`config.mk`:
```
export PLATFORM = sky130hd
export DESIGN_NAME = remote_operand_buf
export DESIGN_NICKNAME = d
export VERILOG_FILES = /design/src/rtl/rop_pkg.sv /design/src/rtl/rop_tag_match.sv /design/src/rtl/rop_free_pick.sv /design/src/rtl/remote_operand_buf.sv
export SDC_FILE = /design/constraint.sdc
export NUM_CORES = 1
export LEC_CHECK = 0
export ABC_AREA = 1
export CORE_UTILIZATION = 35
export CTS_CLUSTER_SIZE = 25
export DETAILED_ROUTE_END_ITERATION = 16
export PLACE_DENSITY_LB_ADDON = 0.12
export SYNTH_ARGS = -nofsm -noshare
export SYNTH_HDL_FRONTEND = slang
export SYNTH_SLANG_ARGS = --single-unit
```
`constraint.sdc`:
```
create_clock -name clk -period 2.65 [get_ports clk]
set_clock_uncertainty 0.15 [all_clocks]
set_input_delay 0.3975 -clock clk [delete_from_list [all_inputs] [get_ports clk]]
set_output_delay 0.3975 -clock clk [all_outputs]
set_load 0.005 [all_outputs]
```
`src/rtl/rop_pkg.sv`:
```
package rop_pkg;
    localparam int ROP_TAG_W  = 6;
    localparam int ROP_DATA_W = 32;

    typedef struct packed {
        logic                  valid;
        logic                  ready;
        logic                  sticky;
        logic [ROP_TAG_W-1:0]  tag;
        logic [ROP_DATA_W-1:0] data;
    } rop_entry_t;
endpackage

```
`src/rtl/rop_tag_match.sv`:
```
module rop_tag_match #(
    parameter int N  = 6,
    parameter int TW = 6
) (
    input  logic [N-1:0]    valid,
    input  logic [N*TW-1:0] tags,
    input  logic [TW-1:0]   key,
    output logic [N-1:0]    hit
);
    for (genvar i = 0; i < N; i++) begin : g_cmp
        assign hit[i] = valid[i] && (tags[i*TW +: TW] == key);
    end
endmodule

```
`src/rtl/rop_free_pick.sv`:
```
module rop_free_pick #(
    parameter int N  = 4,
    parameter int IW = (N > 1) ? $clog2(N) : 1
) (
    input  logic [N-1:0]  busy,
    output logic          found,
    output logic [IW-1:0] idx
);
    always_comb begin
        found = 1'b0;
        idx   = '0;
        for (int i = N - 1; i >= 0; i--) begin
            if (!busy[i]) begin
                found = 1'b1;
                idx   = IW'(i);
            end
        end
    end
endmodule

```
`src/rtl/remote_operand_buf.sv`:
```
module remote_operand_buf
    import rop_pkg::*;
#(
    parameter int GEN_N = 4,
    parameter int SP_N  = 2
) (
    input  logic                  clk,
    input  logic                  rst_n,
    input  logic                  flush,
    input  logic                  alloc_valid,
    input  logic                  alloc_sp,
    input  logic [ROP_TAG_W-1:0]  alloc_tag,
    output logic                  alloc_stall,
    input  logic                  fill_valid,
    input  logic [ROP_TAG_W-1:0]  fill_tag,
    input  logic [ROP_DATA_W-1:0] fill_data,
    input  logic                  lkp_valid,
    input  logic [ROP_TAG_W-1:0]  lkp_tag,
    output logic                  lkp_hit,
    output logic                  lkp_ready,
    output logic [ROP_DATA_W-1:0] lkp_data
);
    localparam int TOT   = GEN_N + SP_N;
    localparam int IDX_W = (TOT > 1) ? $clog2(TOT) : 1;
    localparam int GW    = (GEN_N > 1) ? $clog2(GEN_N) : 1;
    localparam int SPW   = (SP_N > 1) ? $clog2(SP_N) : 1;

    typedef struct packed {
        rop_entry_t [TOT-1:0] ent;
        logic [SPW-1:0]       ptr;   // oldest stack-pointer slot
    } rop_state_t;

    rop_state_t st_d, st_q;

    logic [TOT-1:0]           v_q, r_q, s_q;
    logic [TOT*ROP_TAG_W-1:0] tags_flat;
    logic [TOT-1:0]           lk_hit, fl_hit, al_hit;
    logic                     g_found, s_found;
    logic [GW-1:0]            g_idx;
    logic [SPW-1:0]           s_idx;
    logic                     fwd;

    for (genvar i = 0; i < TOT; i++) begin : g_unpack
        assign v_q[i] = st_q.ent[i].valid;
        assign r_q[i] = st_q.ent[i].ready;
        assign s_q[i] = st_q.ent[i].sticky;
        assign tags_flat[i*ROP_TAG_W +: ROP_TAG_W] = st_q.ent[i].tag;
    end

    rop_tag_match #(.N(TOT), .TW(ROP_TAG_W)) u_lk_match (
        .valid(v_q), .tags(tags_flat), .key(lkp_tag), .hit(lk_hit));
    rop_tag_match #(.N(TOT), .TW(ROP_TAG_W)) u_fl_match (
        .valid(v_q), .tags(tags_flat), .key(fill_tag), .hit(fl_hit));
    rop_tag_match #(.N(TOT), .TW(ROP_TAG_W)) u_al_match (
        .valid(v_q), .tags(tags_flat), .key(alloc_tag), .hit(al_hit));

    rop_free_pick #(.N(GEN_N), .IW(GW)) u_gen_pick (
        .busy(v_q[GEN_N-1:0]), .found(g_found), .idx(g_idx));
    rop_free_pick #(.N(SP_N), .IW(SPW)) u_sp_pick (
        .busy(v_q[TOT-1:GEN_N]), .found(s_found), .idx(s_idx));

    // Lookup port: same-cycle result, fill data forwarded on tag match
    always_comb begin
        fwd       = fill_valid && (fill_tag == lkp_tag);
        lkp_hit   = lkp_valid && (|lk_hit);
        lkp_ready = lkp_hit && (fwd || (|(lk_hit & r_q)));
        lkp_data  = '0;
        if (lkp_hit) begin
            if (fwd) begin
                lkp_data = fill_data;
            end else begin
                for (int i = 0; i < TOT; i++) begin
                    if (lk_hit[i]) lkp_data = lkp_data | st_q.ent[i].data;
                end
            end
        end
    end

    // Next-state computation
    always_comb begin
        rop_entry_t       new_e;
        logic [SPW-1:0]   slot;
        logic [IDX_W-1:0] wslot;
        logic             sp_ok;

        st_d        = st_q;
        alloc_stall = 1'b0;
        slot        = s_idx;
        sp_ok       = 1'b0;
        wslot       = '0;

        new_e        = '0;
        new_e.valid  = 1'b1;
        new_e.sticky = alloc_sp;
        new_e.tag    = alloc_tag;

        for (int i = 0; i < TOT; i++) begin
            if (fill_valid && fl_hit[i]) begin
                st_d.ent[i].ready = 1'b1;
                st_d.ent[i].data  = fill_data;
            end
        end

        for (int i = 0; i < TOT; i++) begin
            if (lkp_ready && lk_hit[i] && !s_q[i] && !(alloc_valid && al_hit[i])) begin
                st_d.ent[i].valid = 1'b0;
            end
        end

        if (alloc_valid && !(|al_hit)) begin
            if (!alloc_sp) begin
                if (g_found) st_d.ent[IDX_W'(g_idx)] = new_e;
                else         alloc_stall = 1'b1;
            end else begin
                if (s_found) begin
                    slot  = s_idx;
                    sp_ok = 1'b1;
                end else if (r_q[IDX_W'(GEN_N) + IDX_W'(st_q.ptr)]) begin
                    slot  = st_q.ptr;
                    sp_ok = 1'b1;
                end else begin
                    alloc_stall = 1'b1;
                end
                if (sp_ok) begin
                    wslot           = IDX_W'(GEN_N) + IDX_W'(slot);
                    st_d.ent[wslot] = new_e;
                    st_d.ptr        = (slot == SPW'(SP_N - 1)) ? '0 : slot + 1'b1;
                end
            end
        end

        if (flush) begin
            st_d        = '0;
            alloc_stall = 1'b0;
        end
    end

    always_ff @(posedge clk or negedge rst_n) begin
        if (!rst_n) st_q <= '0;
        else        st_q <= st_d;
    end

    // Assertions
    AST_FLUSH_EMPTIES: assert property (@(posedge clk) disable iff (!rst_n)
        flush |=> (v_q == '0));

    AST_TAG_UNIQUE: assert property (@(posedge clk) disable iff (!rst_n)
        $onehot0(lk_hit));

    AST_STALL_NO_GROWTH: assert property (@(posedge clk) disable iff (!rst_n)
        (alloc_valid && alloc_stall) |=> ($countones(v_q) <= $past($countones(v_q))));

    AST_GEN_RELEASED: assert property (@(posedge clk) disable iff (!rst_n)
        (lkp_ready && (|lk_hit[GEN_N-1:0]) && !(alloc_valid && alloc_tag == lkp_tag))
        |=> ((v_q[GEN_N-1:0] & $past(lk_hit[GEN_N-1:0])) == '0));

    AST_STICKY_KEPT: assert property (@(posedge clk) disable iff (!rst_n)
        (!flush && !(alloc_valid && alloc_sp))
        |=> ((v_q[TOT-1:GEN_N] & $past(v_q[TOT-1:GEN_N])) == $past(v_q[TOT-1:GEN_N])));
endmodule

```
==> metrics.yaml, run 1 <==
die:
  num_rows: 72
  die-area_um2: 40710
  die_x_um: 201.8
  fp.dieH_um: 201.8
  core_um2: 39010
  start_util_pct: 35.81
  io_pins: 92
layout:
  layout-drive-gt1-share_pct: 25.85
  n_antenna_cell: 0
  final_util_pct: 48.85
  nets: 2239
  layout_common_cells: "nand2_1 (445), dfrtp_1 (237), nor2_1 (231), buf_4 (220), o21ai_0 (193)"
  area_growth_pct: 36.40
  finalNonFillerCells: 2719
  nFillCells: 3936
  final_common_cell: "nand2_1"
synthesis:
  ys_seq_area_share_pct: 44.25
  synthCells: 1883
  synthDistinctLibCells: 43
  synth_seq_cells: 247
  netlist_area_um2: 13970
  synth_warnings: 0
  syn_nets: 1940
  synth_area_leader_cell: "dfrtp_1"
  yosys-top-cells-area: "dfrtp_1 (44%), nand2_1 (12%), o21ai_0 (7.9%)"
  synth_edf_count: 0
  synth_top_flop_cell: "dfrtp_1"
  synth_top_area_share_pct: 44.25
  ys_async_sr_fraction_pct: 100.0
  syn_area_per_cell_um2: 7.418
worst_setup_path:
  r2r-start: "st_q[120]"
  critPathMostFrequentCell: "nand2_1"
  worstPathCellList: "inv_1, nand2_1, nand2_1, nor2_1, nand2_1, nor2_4, nor2_2, nand3_2, nand2_2, clkinv_4, buf_12, buf_12, o21ai_2, a21oi_1, buf_2"
  critPathMaxStageDelay_ps: 420
  cp-startpoint: "st_q[117]"
  reg2reg_setup_slack_ps: 120
  end_kind: "primary output"
  timing.rr.end: "st_q[137]"
  cp_slowest_cell: "dfrtp_1"
  critPathMaxFanout: 8
  arrival_ps: 2450
  critPathLaunchType: "flop"
  worstPathRequired_ps: 2100
  crit_type: "flop to primary output"
  ff2ff_path_depth: 16
timing:
  rsz0062_at_grt: "yes"
  fmax_ghz: 0.3331
  tightest_slew_ps: 550.0
  setup_viol: 35
  finalMaxSlewViolations: 0
  layout_min_cycle_time_ps: 3002
  report.final.hold_viol_count: 0
  maxSlewHeadroom_pct: 63.33
  worst_slack_ps: -352.3
  setup_tns_ps: -9350
  period_share_pct: 113.3
global_routing:
  grtUsageTotal_pct: 25.90
  overflow: 0
  gr-usage-met1_pct: 36.78
  grt_first_pass_wirelength_um: 81030
  busiest_layer: "met2"
  grt_use_met3_pct: 3.402
  grtUsageMet2_pct: 41.05
  antenna_found_initial: 0
  grt_max_degree: 65
  grt_pass1_vias: 13590
power:
  ir_worst_vdd_mv: 0.4762
  power.leakage_nw: 8.976
  power_density_nw_per_um2: 452.8
drt:
  vias: 13850
  drt_wl_total_um: 52840
  drtAntennaViolNets: 0
  dr.pass1.iters: 5
  vias_per_cell: 5.094
  wl_per_cell_um: 19.43
  drt_iter0_markers: 943
  drc: 0
clock_network:
  cts_buffers: 29
  cts_sinks: 247
  clock_latency_ps: 570
  cts_max_path_buffers: 3
  cts_max_level: 1
  root_buffer: "clkbuf_16"
  cts_tree: "yes"
  clkTransAtPathRegs_ps: 60
place:
  portBuffers: 91
  hpwl_um: 36680
  post-place-cells: 2626
  place.gp.congestion: 0.9281
status:
  outcome: "complete, but fails checks"
  violations: "setup timing"
worst_hold_path:
  min_path_type: "input pin to async pin"
job:
  maxCapViolCount: 0
==> cell usage after synthesis, types with 6 or more instances <==
| library cell | n |
|---|---|
| nand3_4 | 6 |
| buf_4 | 12 |
| nand3_1 | 56 |
| a21oi_1 | 111 |
| o21ai_1 | 19 |
| a211oi_1 | 7 |
| o211a_1 | 24 |
| dfrtp_1 | 247 |
| nor2_2 | 26 |
| xnor2_1 | 11 |
| nand2_4 | 6 |
| nor3_1 | 7 |
| o21ai_0 | 221 |
| clkbuf_1 | 38 |
| inv_1 | 193 |
| nand4_1 | 24 |
| nand2_1 | 461 |
| inv_2 | 13 |
| xor2_1 | 10 |
| buf_6 | 21 |
| o22ai_1 | 43 |
| nor2_1 | 243 |
| buf_2 | 35 |
| a221oi_1 | 10 |
==> logic make-up after synthesis <==
kind of cell	count (synthesis)	synth area share, %
simple gates	840	25.31
mux	4	0.2866
buf+inv	323	10.83
flops	247	44.25
xor+xnor	21	1.317
compound gates	448	18.00
==> flip-flops by register name, summed over array words and instances (netlist names) <==
signal / cells
s_q: 6
st_q: 235
r_q: 6
==> worst max-delay path, delay by kind of cell, from the launching register on <==
family	cells	cell delay, ps
buffers and inverters	5	620
AND/OR/NAND/NOR	8	660
flip-flops	1	420
AO/OA/AOI/OAI	2	180
==> per-layer routing <==
| layer | up-vias | part of all wire, % |
|---|---|---|
| met5 | - | 0 |
| met4 | 0 | 2.9 |
| met3 | 90 | 5.1 |
| met2 | 397 | 45 |
| met1 | 6662 | 47 |
| li1 | 6702 | - |
==> stage by stage <==
step	hold WS [ps]	area [um2]	setup WS, ps	power (W)
after global placement	252.7	17230	-1013	0.004824
after floorplan	-48.09	13970	363.8	0.004265
after detailed placement	242.0	17230	-1002	0.004821
after global routing	291.6	19050	-481.5	0.008954
final	253.7	19050	-352.3	0.008628
after CTS	255.9	18510	-448.1	0.008686
==> what timing repair did <==
action                                  in CTS  in global routing
hold buffers                                 1                  0
gates cloned                                 2                  3
endpoints found under the hold margin       51                  0
gates resized for setup                    260                116
endpoints found under the setup margin      35                260
setup buffers                               26                 23
pin swaps                                   27                 43
==> worst max-delay path by stage <==
stage                   end  slack [ps]  cells after the start
3_5_place_dp   lkp_data[28]       -1000                     16
4_1_cts         lkp_data[5]        -450                     16
5_1_grt        lkp_data[12]        -480                     15
2_1_floorplan  lkp_data[12]         360                     12
3_3_place_gp   lkp_data[28]       -1010                     16
6_report       lkp_data[11]        -350                     15
==> report_power, final <==
group	internal, W	switching [W]
combinational	0.000387	0.000602
clock	0.00219	0.00163
sequential	0.00379	0.0000218
==> final cells by class <==
class	count	area, um2	share of cell area (%)
tap	518	648.1	3.402
clock inverter	7	38.79	0.2036
clock buffer	43	848.3	4.452
timing repair buffer	381	3669	19.25
inverter	210	828.3	4.347
multi-input combinational	1313	6828	35.84
sequential	247	6193	32.51
Note: power is estimated with default switching activity, not from simulation.
==> run 2: changes to the inputs <==
Settings changed: CORE_MARGIN from default to 5, CORE_UTILIZATION 35 to 60.
==> metrics.yaml, run 2 (same netlist as run 1, synthesis figures left out) <==
clock_network:
  clkTransAtPathRegs_ps: 50  # was 60 ps
  cts_tree: "yes"  # unchanged
  cts_buffers: 27  # was 29
  clock_latency_ps: 560  # was 570 ps
  cts_sinks: 247  # unchanged
  cts_max_level: 1  # unchanged
  cts_max_path_buffers: 3  # unchanged
  root_buffer: "clkbuf_16"  # unchanged
worst_setup_path:
  arrival_ps: 2620  # was 2450 ps
  worstPathRequired_ps: 2100  # about the same
  critPathMaxFanout: 5  # was 8
  end_kind: "primary output"  # unchanged
  crit_type: "flop to primary output"  # unchanged
  critPathLaunchType: "flop"  # unchanged
drt:
  drc: 0  # unchanged
  drtAntennaViolNets: 0  # unchanged
  vias_per_cell: 6.244  # was 5.094
  dr.pass1.iters: 7  # was 5
  drt_wl_total_um: 56640  # was 52840 um
  wl_per_cell_um: 22.47  # was 19.43 um
  vias: 15740  # was 13850
  drt_iter0_markers: 2460  # was 943
layout:
  nFillCells: 1297  # was 3936
  finalNonFillerCells: 2521  # was 2719
  layout-drive-gt1-share_pct: 26.78  # was 25.85%
  regMostFlops: "st_q"  # unchanged
  nets: 2246  # was 2239
  area_growth_pct: 36.43  # was 36.40%
  largest_register_ff_count: 235  # unchanged
  final_common_cell: "nand2_1"  # unchanged
  layout_common_cells: "nand2_1 (441), dfrtp_1 (240), nor2_1 (231), buf_4 (220), inv_1 (178)"  # was nand2_1 (445), dfrtp_1 (237), nor2_1 (231), buf_4 (220), o21ai_0 (193)
place:
  post-place-cells: 2415  # was 2626
  portBuffers: 91  # unchanged
  hpwl_um: 33210  # was 36680 um
  place.gp.congestion: 0.9720  # was 0.9281
power:
  power.leakage_nw: 9.115  # was 8.976 nW
  ir_worst_vdd_mv: 0.5357  # was 0.4762 mV
  power_density_nw_per_um2: 449.2  # was 452.8 nW/um2
timing:
  setup_tns_ps: -24300  # was -9350 ps
  report.final.hold_viol_count: 0  # unchanged
  period_share_pct: 119.6  # was 113.3%
  finalMaxSlewViolations: 0  # unchanged
  worst_slack_ps: -518.2  # was -352.3 ps
  rsz0062_at_grt: "yes"  # unchanged
  layout_min_cycle_time_ps: 3168  # was 3002 ps
  setup_viol: 69  # was 35
  fmax_ghz: 0.3156  # was 0.3331 GHz
  tightest_slew_ps: 520.0  # was 550.0 ps
  maxSlewHeadroom_pct: 65.20  # was 63.33%
global_routing:
  grtUsageTotal_pct: 39.57  # was 25.90%
  grt_first_pass_wirelength_um: 81990  # was 81030 um
  grt_max_degree: 78  # was 65
  antenna_found_initial: 1  # was 0
  grt_pass1_vias: 15010  # was 13590
  overflow: 0  # unchanged
die:
  io_pins: 92  # unchanged
  num_rows: 55  # was 72
  die_x_um: 162.6  # was 201.8 um
  fp.dieH_um: 162.6  # was 201.8 um
  start_util_pct: 61.32  # was 35.81%
  core_um2: 22780  # was 39010 um2
  die-area_um2: 26430  # was 40710 um2
worst_hold_path:
  min_path_type: "input pin to async pin"  # unchanged
status:
  violations: "setup timing"  # unchanged
  outcome: "complete, but fails checks"  # unchanged
job:
  maxCapViolCount: 0  # unchanged
[run 2: changes by cell type in the layout (fill, tap and decap cells not counted), sizes merged]
cell / before / now
buf: 322 / 331
bufinv: 0 / 1
clkbuf: 46 / 43
clkdlybuf4s15: 0 / 1
clkdlybuf4s50: 47 / 44
clkinv: 8 / 5
diode: 0 / 1
dlymetal6s2s: 1 / 4
inv: 209 / 210
[run 2: power by group]
group          switching (W)  internal [W]
combinational       0.000622      0.000373
clock                0.00157       0.00219
sequential         0.0000208       0.00379
[run 2: cell type report]
cell class                 count  area [um2]  area share, %
tap                          313       391.6          2.055
clock buffer                  41       808.3          4.241
timing repair buffer         390        3830          20.10
clock inverter                 6       62.56         0.3283
sequential                   247        6190          32.48
multi-input combinational   1313        6952          36.48
antenna                        1       2.502        0.01313
inverter                     210       820.8          4.307
[run 2: repair_timing]
item,in CTS,in global routing
hold endpoints to repair,95,0
pin swaps,36,31
gates cloned,6,2
buffers inserted,39,20
gates resized for setup,326,127
hold buffers,1,0
endpoints found under the setup margin,35,263
[run 2: stage by stage]
stage / total power [W] / worst slack [ps] / util (%) / area (um2) / hold WS (ps)
after floorplan: 0.004265 / 363.8 / - / 13970 / -48.09
after global placement: 0.004765 / -821.1 / 73.93 / 16840 / 170.3
after detailed placement: 0.004772 / -876.0 / 73.93 / 16840 / 170.3
after CTS: 0.008459 / -442.1 / 81.03 / 18460 / 212.5
after global routing: 0.008767 / -577.7 / 83.66 / 19060 / 273.0
final: 0.008561 / -518.2 / 83.66 / 19060 / 209.6
[run 2: layer usage]
metal / share of wire, % / routed length, um / GRT usage, % / up-vias
li1: - / - / - / 6723
met1: 36 / 20600 / 54.87 / 7338
met2: 44 / 25120 / 61.27 / 1325
met3: 13 / 7375 / 7.593 / 354
met4: 6.3 / 3553 / 17.00 / 0
met5: 0 / 0 / 0 / -
[run 2: path summary, 6_finish.rpt]
kind                                    from            to  slack (ps)  cells after the start
worst max-delay path               st_q[160]  lkp_data[12]        -520                     16
worst min-delay path                   rst_n     st_q[120]         210                      2
worst max register to register     st_q[157]     st_q[134]        -400                     21
worst min register to register        s_q[3]        s_q[3]         360                      2
max in group asynchronous              rst_n       st_q[9]        1370                      3
min in group clk                alloc_tag[4]     st_q[242]         350                      5
[run 2: worst max-delay path, stage by stage (launching register included)]
cell and delay [ps]:
dfrtp_1 430, inv_1 100, nand2_1 60, nand2_1 70, nand3_2 130, nor2_4 160
buf_6 110, nor2_2 30, nand3_1 80, nand2_2 80, inv_4 100, buf_12 120
buf_12 110, buf_16 120, o21ai_2 50, a21oi_1 170, buf_2 170
